$ cat config.mk
export PLATFORM = sky130hd
export DESIGN_NAME = sinpar_conv
export DESIGN_NICKNAME = d
export VERILOG_FILES = /design/src/rtl/sinpar_pkg.sv /design/src/rtl/sinpar_rom.sv /design/src/rtl/sinpar_parab.sv /design/src/rtl/sinpar_combine.sv /design/src/rtl/sinpar_conv.sv
export SDC_FILE = /design/constraint.sdc
export NUM_CORES = 1
export LEC_CHECK = 0
export BUFFER_PORTS_ARGS = -buffer_cell sky130_fd_sc_hd__buf_2
export CELL_PAD_IN_SITES_DETAIL_PLACEMENT = 0
export CELL_PAD_IN_SITES_GLOBAL_PLACEMENT = 1
export CORE_UTILIZATION = 35
export DETAILED_ROUTE_END_ITERATION = 6
export PLACE_DENSITY = 0.71
export SYNTH_ARGS = -nofsm -noshare
export SYNTH_HDL_FRONTEND = slang
export SYNTH_SLANG_ARGS = --single-unit
$ cat constraint.sdc
create_clock -name clk -period 9.3 [get_ports clk]
set_input_delay 0 -clock clk [delete_from_list [all_inputs] [get_ports clk]]
set_output_delay 0 -clock clk [all_outputs]
set_load 0.05 [all_outputs]
$ cat src/rtl/sinpar_pkg.sv
package sinpar_pkg;

  // pi scaled by 2^28
  localparam longint PI_Q28 = 64'sd843314857;

  // round(2^(aw-1) * sin(pi * u / 2^hb)), integer-only series for elaboration
  function automatic longint sine_code(input int u, input int hb, input int aw);
    longint n, uf, th, term, acc;
    n  = longint'(1) <<< hb;
    uf = (longint'(u) > n / 2) ? n - longint'(u) : longint'(u);
    th = (PI_Q28 * uf) / n;
    term = th;
    acc  = th;
    for (int k = 1; k <= 7; k++) begin
      term = (term * th) >>> 28;
      term = (term * th) >>> 28;
      term = -term / longint'((2 * k) * (2 * k + 1));
      acc  = acc + term;
    end
    return ((acc <<< (aw - 1)) + (longint'(1) <<< 27)) >>> 28;
  endfunction

  // fixed-point 4*x*(1-x) at scale 2^(aw-1), same arithmetic as the datapath
  function automatic longint parab_code(input int u, input int hb, input int aw);
    longint n;
    n = longint'(1) <<< hb;
    return (longint'(u) * (n - longint'(u))) >>> (2 * hb - 2 - (aw - 1));
  endfunction

endpackage

$ cat src/rtl/sinpar_rom.sv
module sinpar_rom #(
  parameter int HALF_W = 9,
  parameter int AMP_W  = 12,
  parameter int RES_W  = 8
) (
  input  logic                     clk,
  input  logic                     rst_n,
  input  logic                     en,
  input  logic [HALF_W-1:0]        addr,
  output logic signed [RES_W-1:0]  res_q
);
  localparam int DEPTH = 1 << HALF_W;

  logic signed [RES_W-1:0] tbl [DEPTH];

  // sine minus parabola, one entry per phase step of the half cycle
  for (genvar i = 0; i < DEPTH; i++) begin : g_ent
    localparam longint RV = sinpar_pkg::sine_code(i, HALF_W, AMP_W)
                          - sinpar_pkg::parab_code(i, HALF_W, AMP_W);
    assign tbl[i] = RES_W'(RV);
  end

  always_ff @(posedge clk or negedge rst_n) begin
    if (!rst_n)  res_q <= '0;
    else if (en) res_q <= tbl[addr];
  end
endmodule

$ cat src/rtl/sinpar_parab.sv
module sinpar_parab #(
  parameter int HALF_W = 9,
  parameter int AMP_W  = 12
) (
  input  logic              clk,
  input  logic              rst_n,
  input  logic              en,
  input  logic [HALF_W-1:0] u,
  output logic [AMP_W-1:0]  parab_q
);
  localparam int DEPTH = 1 << HALF_W;
  localparam int PW    = 2 * HALF_W + 1;
  localparam int SH    = 2 * HALF_W - 2 - (AMP_W - 1);

  logic [HALF_W:0] cmp;
  logic [PW-1:0]   prod;

  always_comb begin
    cmp  = (HALF_W+1)'(DEPTH) - {1'b0, u};
    prod = PW'(u) * PW'(cmp);
  end

  always_ff @(posedge clk or negedge rst_n) begin
    if (!rst_n)  parab_q <= '0;
    else if (en) parab_q <= AMP_W'(prod >> SH);
  end
endmodule

$ cat src/rtl/sinpar_combine.sv
module sinpar_combine #(
  parameter int AMP_W = 12,
  parameter int RES_W = 8
) (
  input  logic                     clk,
  input  logic                     rst_n,
  input  logic                     en,
  input  logic [AMP_W-1:0]         parab_i,
  input  logic signed [RES_W-1:0]  res_i,
  input  logic                     neg_i,
  output logic signed [AMP_W-1:0]  amp_q
);
  localparam int MAXV = (1 << (AMP_W - 1)) - 1;
  localparam logic signed [AMP_W:0] MAXS = (AMP_W+1)'(MAXV);

  logic signed [AMP_W:0]   sum;
  logic        [AMP_W-1:0] mag;
  logic signed [AMP_W-1:0] amp_n;

  always_comb begin
    sum = $signed({1'b0, parab_i}) + (AMP_W+1)'(res_i);
    if (sum > MAXS)     mag = AMP_W'(MAXV);
    else if (sum < 0)   mag = '0;
    else                mag = sum[AMP_W-1:0];
    amp_n = neg_i ? -$signed(mag) : $signed(mag);
  end

  always_ff @(posedge clk or negedge rst_n) begin
    if (!rst_n)  amp_q <= '0;
    else if (en) amp_q <= amp_n;
  end
endmodule

$ cat src/rtl/sinpar_conv.sv
module sinpar_conv #(
  parameter int PHASE_W = 10,
  parameter int AMP_W   = 12,
  parameter int RES_W   = AMP_W - 4
) (
  input  logic                     clk,
  input  logic                     rst_n,
  input  logic                     in_valid,
  output logic                     in_ready,
  input  logic [PHASE_W-1:0]       in_phase,
  output logic                     out_valid,
  input  logic                     out_ready,
  output logic signed [AMP_W-1:0]  out_amp
);
  localparam int HALF_W = PHASE_W - 1;

  logic              adv;
  logic              v1, v2, v3;
  logic [HALF_W-1:0] u1;
  logic              neg1, neg2;
  logic [AMP_W-1:0]  parab2;
  logic signed [RES_W-1:0] res2;

  // whole pipeline moves when the output slot is free or draining
  assign adv      = !v3 || out_ready;
  assign in_ready = adv;

  // stage 1: split phase
  always_ff @(posedge clk or negedge rst_n) begin
    if (!rst_n) begin
      v1 <= 1'b0; u1 <= '0; neg1 <= 1'b0;
    end else if (adv) begin
      v1   <= in_valid;
      u1   <= in_phase[HALF_W-1:0];
      neg1 <= in_phase[PHASE_W-1];
    end
  end

  // stage 2: parabola and correction in parallel
  sinpar_parab #(.HALF_W(HALF_W), .AMP_W(AMP_W)) u_parab (
    .clk(clk), .rst_n(rst_n), .en(adv), .u(u1), .parab_q(parab2)
  );

  sinpar_rom #(.HALF_W(HALF_W), .AMP_W(AMP_W), .RES_W(RES_W)) u_rom (
    .clk(clk), .rst_n(rst_n), .en(adv), .addr(u1), .res_q(res2)
  );

  always_ff @(posedge clk or negedge rst_n) begin
    if (!rst_n) begin
      v2 <= 1'b0; neg2 <= 1'b0;
    end else if (adv) begin
      v2 <= v1; neg2 <= neg1;
    end
  end

  // stage 3: sum, clamp, sign
  sinpar_combine #(.AMP_W(AMP_W), .RES_W(RES_W)) u_comb (
    .clk(clk), .rst_n(rst_n), .en(adv), .parab_i(parab2), .res_i(res2),
    .neg_i(neg2), .amp_q(out_amp)
  );

  always_ff @(posedge clk or negedge rst_n) begin
    if (!rst_n)   v3 <= 1'b0;
    else if (adv) v3 <= v2;
  end

  assign out_valid = v3;
endmodule

# Word level (Yosys, flattened, before mapping)
# Memories as Yosys holds them, arrays and structs flattened. A register that Yosys moved wholly into a read port is not among the register bits.
# Cells that the tools add are included.
[word_totals] reg_bits=38 mem_bits_ro=4096 mem_count=1
[op_classes] addsub=3 mul=1 magnitude_cmp=2 muxes=3 bitwise=1 n_reduce_logical=3
[memory_table] memory="(name not given)" words=512 width=8 read_ports=1 rd_ports_with_merged_regs=1 write_ports=0 line_no="sinpar_rom.sv:25" text="else if (en) res_q <= tbl[addr];"
[ops] cell="12-bit two-way mux" count=3
[ops] cell="9-bit by 10-bit multiplier with 17-bit output" count=1
[ops] cell="13-bit by 8-bit adder with 13-bit output" count=1
[ops] cell="13-bit by 12-bit greater-than comparator with 1-bit output, second input constant" count=1
[ops] cell="13-bit by 1-bit less-than comparator with 1-bit output, second input constant" count=1
[ops] cell="12-bit negator" count=1
[ops] cell="9-bit NOT with 10-bit output" count=1
[ops] cell="10-bit by 9-bit subtractor with 10-bit output, first input constant" count=1
[ops] cell="1-bit logical NOT" count=2
[ops] cell="1-bit logical OR" count=1

# Longest topological paths before layout
# Gate-level depths: netlist of the first run.
[depth] ltp_word=6 depth_mapped=26

# By module
# From an unflattened synthesis of the first run, not the netlist that was laid out.
[unflattened] cells_unflattened=1145 area_unflattened_um2=9130.0
[modules_own_cells] module="sinpar_rom" n_inst=1 cells_each=567 area_each_um2=3758.6 seq_area_each_um2=200.2
[modules_own_cells] module="sinpar_parab" n_inst=1 cells_each=365 area_each_um2=3315.7 seq_area_each_um2=300.3
[modules_own_cells] module="sinpar_combine" n_inst=1 cells_each=182 area_each_um2=1476.4 seq_area_each_um2=300.3
[modules_own_cells] module="sinpar_conv" n_inst=1 cells_each=31 area_each_um2=579.3 seq_area_each_um2=350.3

# Worst setup path before layout of the first run
# Ideal clock, no wire load.
[synth_timing] path_type="register to register" startpoint="reg u1[3]" endpoint="reg u_parab.parab_q[11]" setup_ps=86 arrival_time_ps=5941 slack_ps=3273 stages_incl_launch_ff=25 period_less_slack_ps=6027 path_cell_list="dfrtp_1 > clkinv_1 > clkbuf_1 > buf_1 > buf_1 > ha_1 > nand2_1 > nor3_1 > ha_1 > nand2b_1 > fa_1 > inv_1 > fa_1 > inv_1 > fa_1 > fa_1 > inv_1 > ha_1 > o21ai_0 > a21boi_0 > o21ai_0 > a211oi_1 > nor3_1 > o211a_1 > nor3_1"
[synth_between] elab_chain_cells=2
[synth_lines] item="start, declared" line_no="sinpar_conv.sv:19" text="logic [HALF_W-1:0] u1;"
[synth_lines] item="start signal, assigned" line_no="sinpar_conv.sv:34" text="u1 <= in_phase[HALF_W-1:0];"
[synth_lines] item="10-bit by 9-bit subtractor with 10-bit output" line_no="sinpar_parab.sv:19" text="cmp = (HALF_W+1)'(DEPTH) - {1'b0, u};"
[synth_lines] item="9-bit by 10-bit multiplier with 17-bit output *" line_no="sinpar_parab.sv:20" text="prod = PW'(u) * PW'(cmp);"
[synth_lines] item="end signal, assigned" line_no="sinpar_parab.sv:25" text="else if (en) parab_q <= AMP_W'(prod >> SH);"
[synth_lines] item="end, declared" line_no="sinpar_parab.sv:9" text="output logic [AMP_W-1:0] parab_q"
# Every way passes the cells marked *; elsewhere a longest branch is shown, timed or not.
# A chain may end at the register's enable or synchronous reset.

# Final worst setup path of the first run
[layout_timing] startpoint="reg u1[0]" endpoint="reg u_parab.parab_q[11]"
# Same word-level chain as after synthesis.

==> results of run 1 <==
## kinds of logic after synthesis
| logic type | Yosys count |
|---|---|
| AND/OR/NAND/NOR | 383 |
| AO/OA/AOI/OAI | 356 |
| buffers and inverters | 189 |
| adder cells (fa/ha/maj) | 125 |
| flip-flops | 46 |
| multiplexers | 19 |
| XOR/XNOR | 16 |
| other | 2 |
## state kept, by name (all words and copies together), names as in the netlist
name             flops
u_rom.res_q          8
u_parab.parab_q     12
neg2                 1
u_comb.amp_q        12
out_valid            1
v2                   1
v1                   1
u1                   9
neg1                 1
## final timing paths
path | start | endpoint
max | u1[0] | u_parab.parab_q[11]
min | out_ready | v2
max reg2reg | u1[0] | u_parab.parab_q[11]
min reg2reg | v2 | out_valid
max in group asynchronous | rst_n | u1[3]
min in group asynchronous | rst_n | u_comb.amp_q[0]
## per-stage QoR
stage,std cells,cell area (um2)
after global routing,1440,9180
after floorplan,1137,8530
after global placement,1420,8890
after detailed placement,1420,8890
after CTS,1440,9180
final,1440,9180
## cell usage in the layout, fill, tap and decap left out, types with 27 or more instances in the layout
cell type  count
nor3_1        32
a21oi_1       81
o21ai_0       89
inv_1         98
ha_1          69
nand2b_1      45
nand2_1       92
fa_1          56
nor2_1       114
dfrtp_1       43
buf_2         27
## Yosys cell counts, types with 15 or more instances
library cell / count
a211oi_1: 25
a21oi_1: 81
a31oi_1: 20
buf_2: 15
clkbuf_1: 61
dfrtp_1: 46
fa_1: 56
ha_1: 69
inv_1: 98
nand2_1: 92
nand2b_1: 45
nand3_1: 25
nor2_1: 114
nor2b_1: 23
nor3_1: 32
o211ai_1: 15
o21ai_0: 89
o311ai_0: 15
## layout make-up
type                            count  share of cell area, %
Multi-Input combinational cell    902                   72.4
Sequential cell                    46                   12.6
Clock inverter                      3                  0.477
Clock buffer                        5                   1.36
Timing Repair Buffer               60                   4.50
Inverter                          105                   4.29
Tap cell                          319                   4.35
## per-layer routing
layer | vias up | track usage (%) | part of all wire, %
li1 | 3992 | - | -
met1 | 4079 | 31.6 | 44
met2 | 405 | 38.6 | 46
met3 | 63 | 3.91 | 7.0
met4 | 0 | 9.94 | 3.3
met5 | - | 0 | 0
## repair_timing
| action | in CTS | in global routing |
|---|---|---|
| endpoints found under the hold margin | 57 | 0 |
| hold buffers | 12 | 0 |
| setup endpoints to repair | 0 | 0 |
## critical path: stages, from the launching register on
cell      delay [ns]
dfrtp_1         0.33
buf_4           0.29
clkinv_1        0.40
ha_1            0.50
nand2_1         0.25
nor2_1          0.07
ha_1            0.42
nand2b_1        0.21
fa_1            0.49
inv_1           0.04
ha_1            0.29
ha_1            0.28
inv_1           0.05
fa_1            0.47
nor3b_1         0.29
nand3_1         0.14
fa_1            0.44
nor2b_1         0.12
o21ai_0         0.09
a21boi_0        0.27
o21ai_0         0.21
a211oi_1        0.36
nor3_1          0.12
o211a_1         0.24
nor3_1          0.17
==> flow_summary.ini, run 1 <==
[yosys]
synth_top_family_by_area = compound AO/OA/AOI/OAI gates
synth_top_area_share_pct = 13.5
synth_mux_area_share_pct = 3.43
yosysSeqAreaShare_pct = 13.5
syn_area_per_cell_um2 = 7.50
yosys.area_share.xor_xnor_pct = 1.64
synth_top_area_cell = dfrtp_1
yosysWarnings = 0
synthCells = 1136
synth_cell_types = 79
synth-seq-cells = 46
synthAdderAreaFrac_pct = 23.3
synth-simple-area-share_pct = 21.7
synth_compound_area_share_pct = 27.7
synth_top_cells_by_area = dfrtp_1, fa_1, ha_1
synth-main-ff-cell = dfrtp_1
syn-cell-area_um2 = 8530
synthArstFlopShare_pct = 100
synth_edf_count = 0

[timing]
post-route-period-util_pct = 71.0
max_slew_margin_pct = 39.3
fin_crit_ns = 6.61
rsz0062_at_grt = no
finalHoldViolCount = 0
finalSetupTns_ns = 0
worst_slack_ns = 2.69
finalSetupViolCount = 0
whs_ns = 0.320
fin_skew_ns = 0.0133
fmax_mhz = 151
tightestPinTransition_ns = 0.911
maxSlewViolCount = 0

[clock_tree]
post-cts-setup-buffers = 0
htreeDepth = 2
ctsResizeCount = 0
clkSinkCount = 46
cts_root_buf = clkbuf_16
tritoncts = done
cts-buffers-inserted = 5
clk-insertion-delay-late_ns = 0.31
cts.path.max_buffers = 2
cts.clk_slew.worst_paths_ns = 0.08

[critical_path]
cp_max_fo = 22
path_class = reg2reg
cp.arrival_ns = 6.84
start_kind = register
ff2ff_setup_slack_ns = 2.69
end_kind = register
crit_required_ns = 9.53
rr_worst_depth = 24

[floorplan]
dieArea_um2 = 25000
row_count = 56
start_util_pct = 36.0
die_h_um = 158
coreArea_um2 = 23700
die_x_um = 158
pin_count = 28

[finish]
nNetsFinal = 1259
multi_input_area_um2 = 6650
syn2layout_area_growth_pct = 7.66
regArea_um2 = 1160
fill_cells = 2556
antenna_cells = 0
layout-drive-gt1-share_pct = 7.94
fin_util_pct = 38.8

[global_routing]
antenna_found_initial = 0
grt_pass1_vias = 8337
grt_overflow_total = 0
grt_pass1_wl_mm = 46.3
grt_use_total_pct = 23.9
grt_max_degree = 84

[route]
vias = 8539
ant_nets = 0
drc = 0
firstDrtPassIters = 6
wire_per_inst_um = 20.0
routed_wl_mm = 28.8
drt_iter0_drc = 912
vias_per_cell = 5.93

[hold_path]
min_path_type = in2reg
hold_depth = 5

[status]
status = completed

[placement]
dp_slack_ns = 2.75
port_buffers = 27
hpwl_mm = 19.9
routabilityCongestion = 0.918

[run]
drv_cap = 0
Power of run 1 is not shown: default switching activity piles up to over one toggle a cycle in this logic, so the estimate is an artifact.
==> run 2, diff against run 1 <==
==> constraint.sdc (replaced) <==
create_clock -name clk -period 6.7 [get_ports clk]
set_input_delay 0 -clock clk [delete_from_list [all_inputs] [get_ports clk]]
set_output_delay 0 -clock clk [all_outputs]
set_load 0.05 [all_outputs]
==> flow_summary.ini, run 2 (same netlist as run 1, synthesis figures left out) <==
[status]
status = completed

[timing]
maxSlewViolCount = 0
finalSetupViolCount = 0
worst_slack_ns = 0.561
finalHoldViolCount = 0
post-route-period-util_pct = 91.6
fin_skew_ns = 0.00836
tightestPinTransition_ns = 1.20
fmax_mhz = 163
fin_crit_ns = 6.14
finalSetupTns_ns = 0
rsz0062_at_grt = no
max_slew_margin_pct = 18.7

[route]
drc = 0
ant_nets = 0
wire_per_inst_um = 19.7
drt_iter0_drc = 779
vias_per_cell = 5.93
routed_wl_mm = 28.5
firstDrtPassIters = 6
vias = 8570

[clock_tree]
htreeDepth = 2
cts-buffers-inserted = 5
cts.path.max_buffers = 2
cts_root_buf = clkbuf_16
ctsResizeCount = 0
clkSinkCount = 46
clk-insertion-delay-late_ns = 0.30
tritoncts = done
cts.clk_slew.worst_paths_ns = 0.07

[floorplan]
dieArea_um2 = 25000
start_util_pct = 36.0
coreArea_um2 = 23700
row_count = 56
die_x_um = 158
pin_count = 28
die_h_um = 158

[finish]
mostFrequentLayoutCell = nor2_1
layout-drive-gt1-share_pct = 8.35
syn2layout_area_growth_pct = 7.87
largest_registers = u_comb.amp_q (12), u_parab.parab_q (12), u1 (9)
final_cell_mix = nor2_1, inv_1, nand2_1
antenna_cells = 0
nNetsFinal = 1264
fin_util_pct = 38.8
fin_cells = 1445

[hold_path]
min_path_type = in2reg

[critical_path]
crit_family = adder cells
cpMostUsedCell = inv_1
slowest_stage = fa_1
path_cells = clkinv_1 -> ha_1 -> inv_1 -> nor2_1 -> nand2_1 -> inv_1 -> ha_1 -> nand2b_1 -> fa_1 -> inv_1 -> fa_1 -> inv_1 -> fa_1 -> fa_1 -> inv_1 -> ha_1 -> o21ai_0 -> a21boi_0 -> o21ai_0 -> a211oi_1 -> nor3_1 -> o211a_1 -> nor3_1
start_kind = register
crit_path_max_incr_delay_ns = 0.58
cp.arrival_ns = 6.36
path_buf_inv = 6
end_kind = register
crit_required_ns = 6.92
cp_max_fo = 8
path_class = reg2reg

[placement]
port_buffers = 27
post-place-cells = 1425
routabilityCongestion = 0.917
hpwl_mm = 20.4
dp_slack_ns = 0.580

[global_routing]
grt_use_total_pct = 23.9
grt_max_degree = 81
gr-usage-met1_pct = 30.6
grt_pass1_vias = 8495
grt_overflow_total = 0
grt_use_met3_pct = 3.67
antenna_found_initial = 2
gr-max-usage-layer = met2
globalRouteMet2Util_pct = 39.5
grt_pass1_wl_mm = 46.2

[run]
drv_cap = 0
run 2: cell count changes in the layout (fill, tap and decap cells not counted), sizes merged:
cell      change
buf           +5
clkinvlp      +2
bufinv        -1
clkinv        -1
run 2: path summary, 6_finish.rpt:
kind | start | to | slack (ns) | cells after the start
worst max-delay path | u1[1] | u_parab.parab_q[11] | 0.56 | 23
worst max register to register | u1[1] | u_parab.parab_q[11] | 0.56 | 23
worst min-delay path | out_ready | neg1 | 0.30 | 5
min in group asynchronous | rst_n | u_comb.amp_q[10] | 0.32 | 3
max in group asynchronous | rst_n | u1[4] | 5.88 | 3
worst min register to register | v2 | out_valid | 0.46 | 1
run 2: timing repair:
action                                 4_1_cts  5_1_grt
setup buffers                                0        0
endpoints found under the hold margin       57        0
hold buffers                                12        0
setup endpoints to repair                    0        0
run 2: area by class of cell:
| class | instances | area (um2) |
|---|---|---|
| Clock buffer | 5 | 125 |
| Multi-Input combinational cell | 902 | 6650 |
| Timing Repair Buffer | 65 | 450 |
| Sequential cell | 46 | 1160 |
| Inverter | 105 | 394 |
| Tap cell | 319 | 399 |
| Clock inverter | 3 | 23.8 |
| Fill cell | 2609 | 14500 |
run 2: metal layers:
metal	routed length, um	up-vias	part of all wire, %
met3	2020	86	7.1
met4	1120	0	3.9
met2	13300	379	47
met5	0	-	0
met1	12100	4111	42
li1	-	3994	-
run 2: worst min-delay path, cell delays in order:
cell	delay [ns]
buf_2	0.10
nor2b_4	0.03
buf_4	0.28
nand2_1	0.12
nand2_1	0.04
run 2: through the flow:
| step | hold WS [ns] | instance area [um2] |
|---|---|---|
| after global routing | 0.344 | 9200 |
| after global placement | 0.146 | 8930 |
| after floorplan | -0.296 | 8530 |
| after CTS | 0.305 | 9200 |
| final | 0.304 | 9200 |
| after detailed placement | 0.147 | 8930 |
Power of run 2 is left out for the same reason.
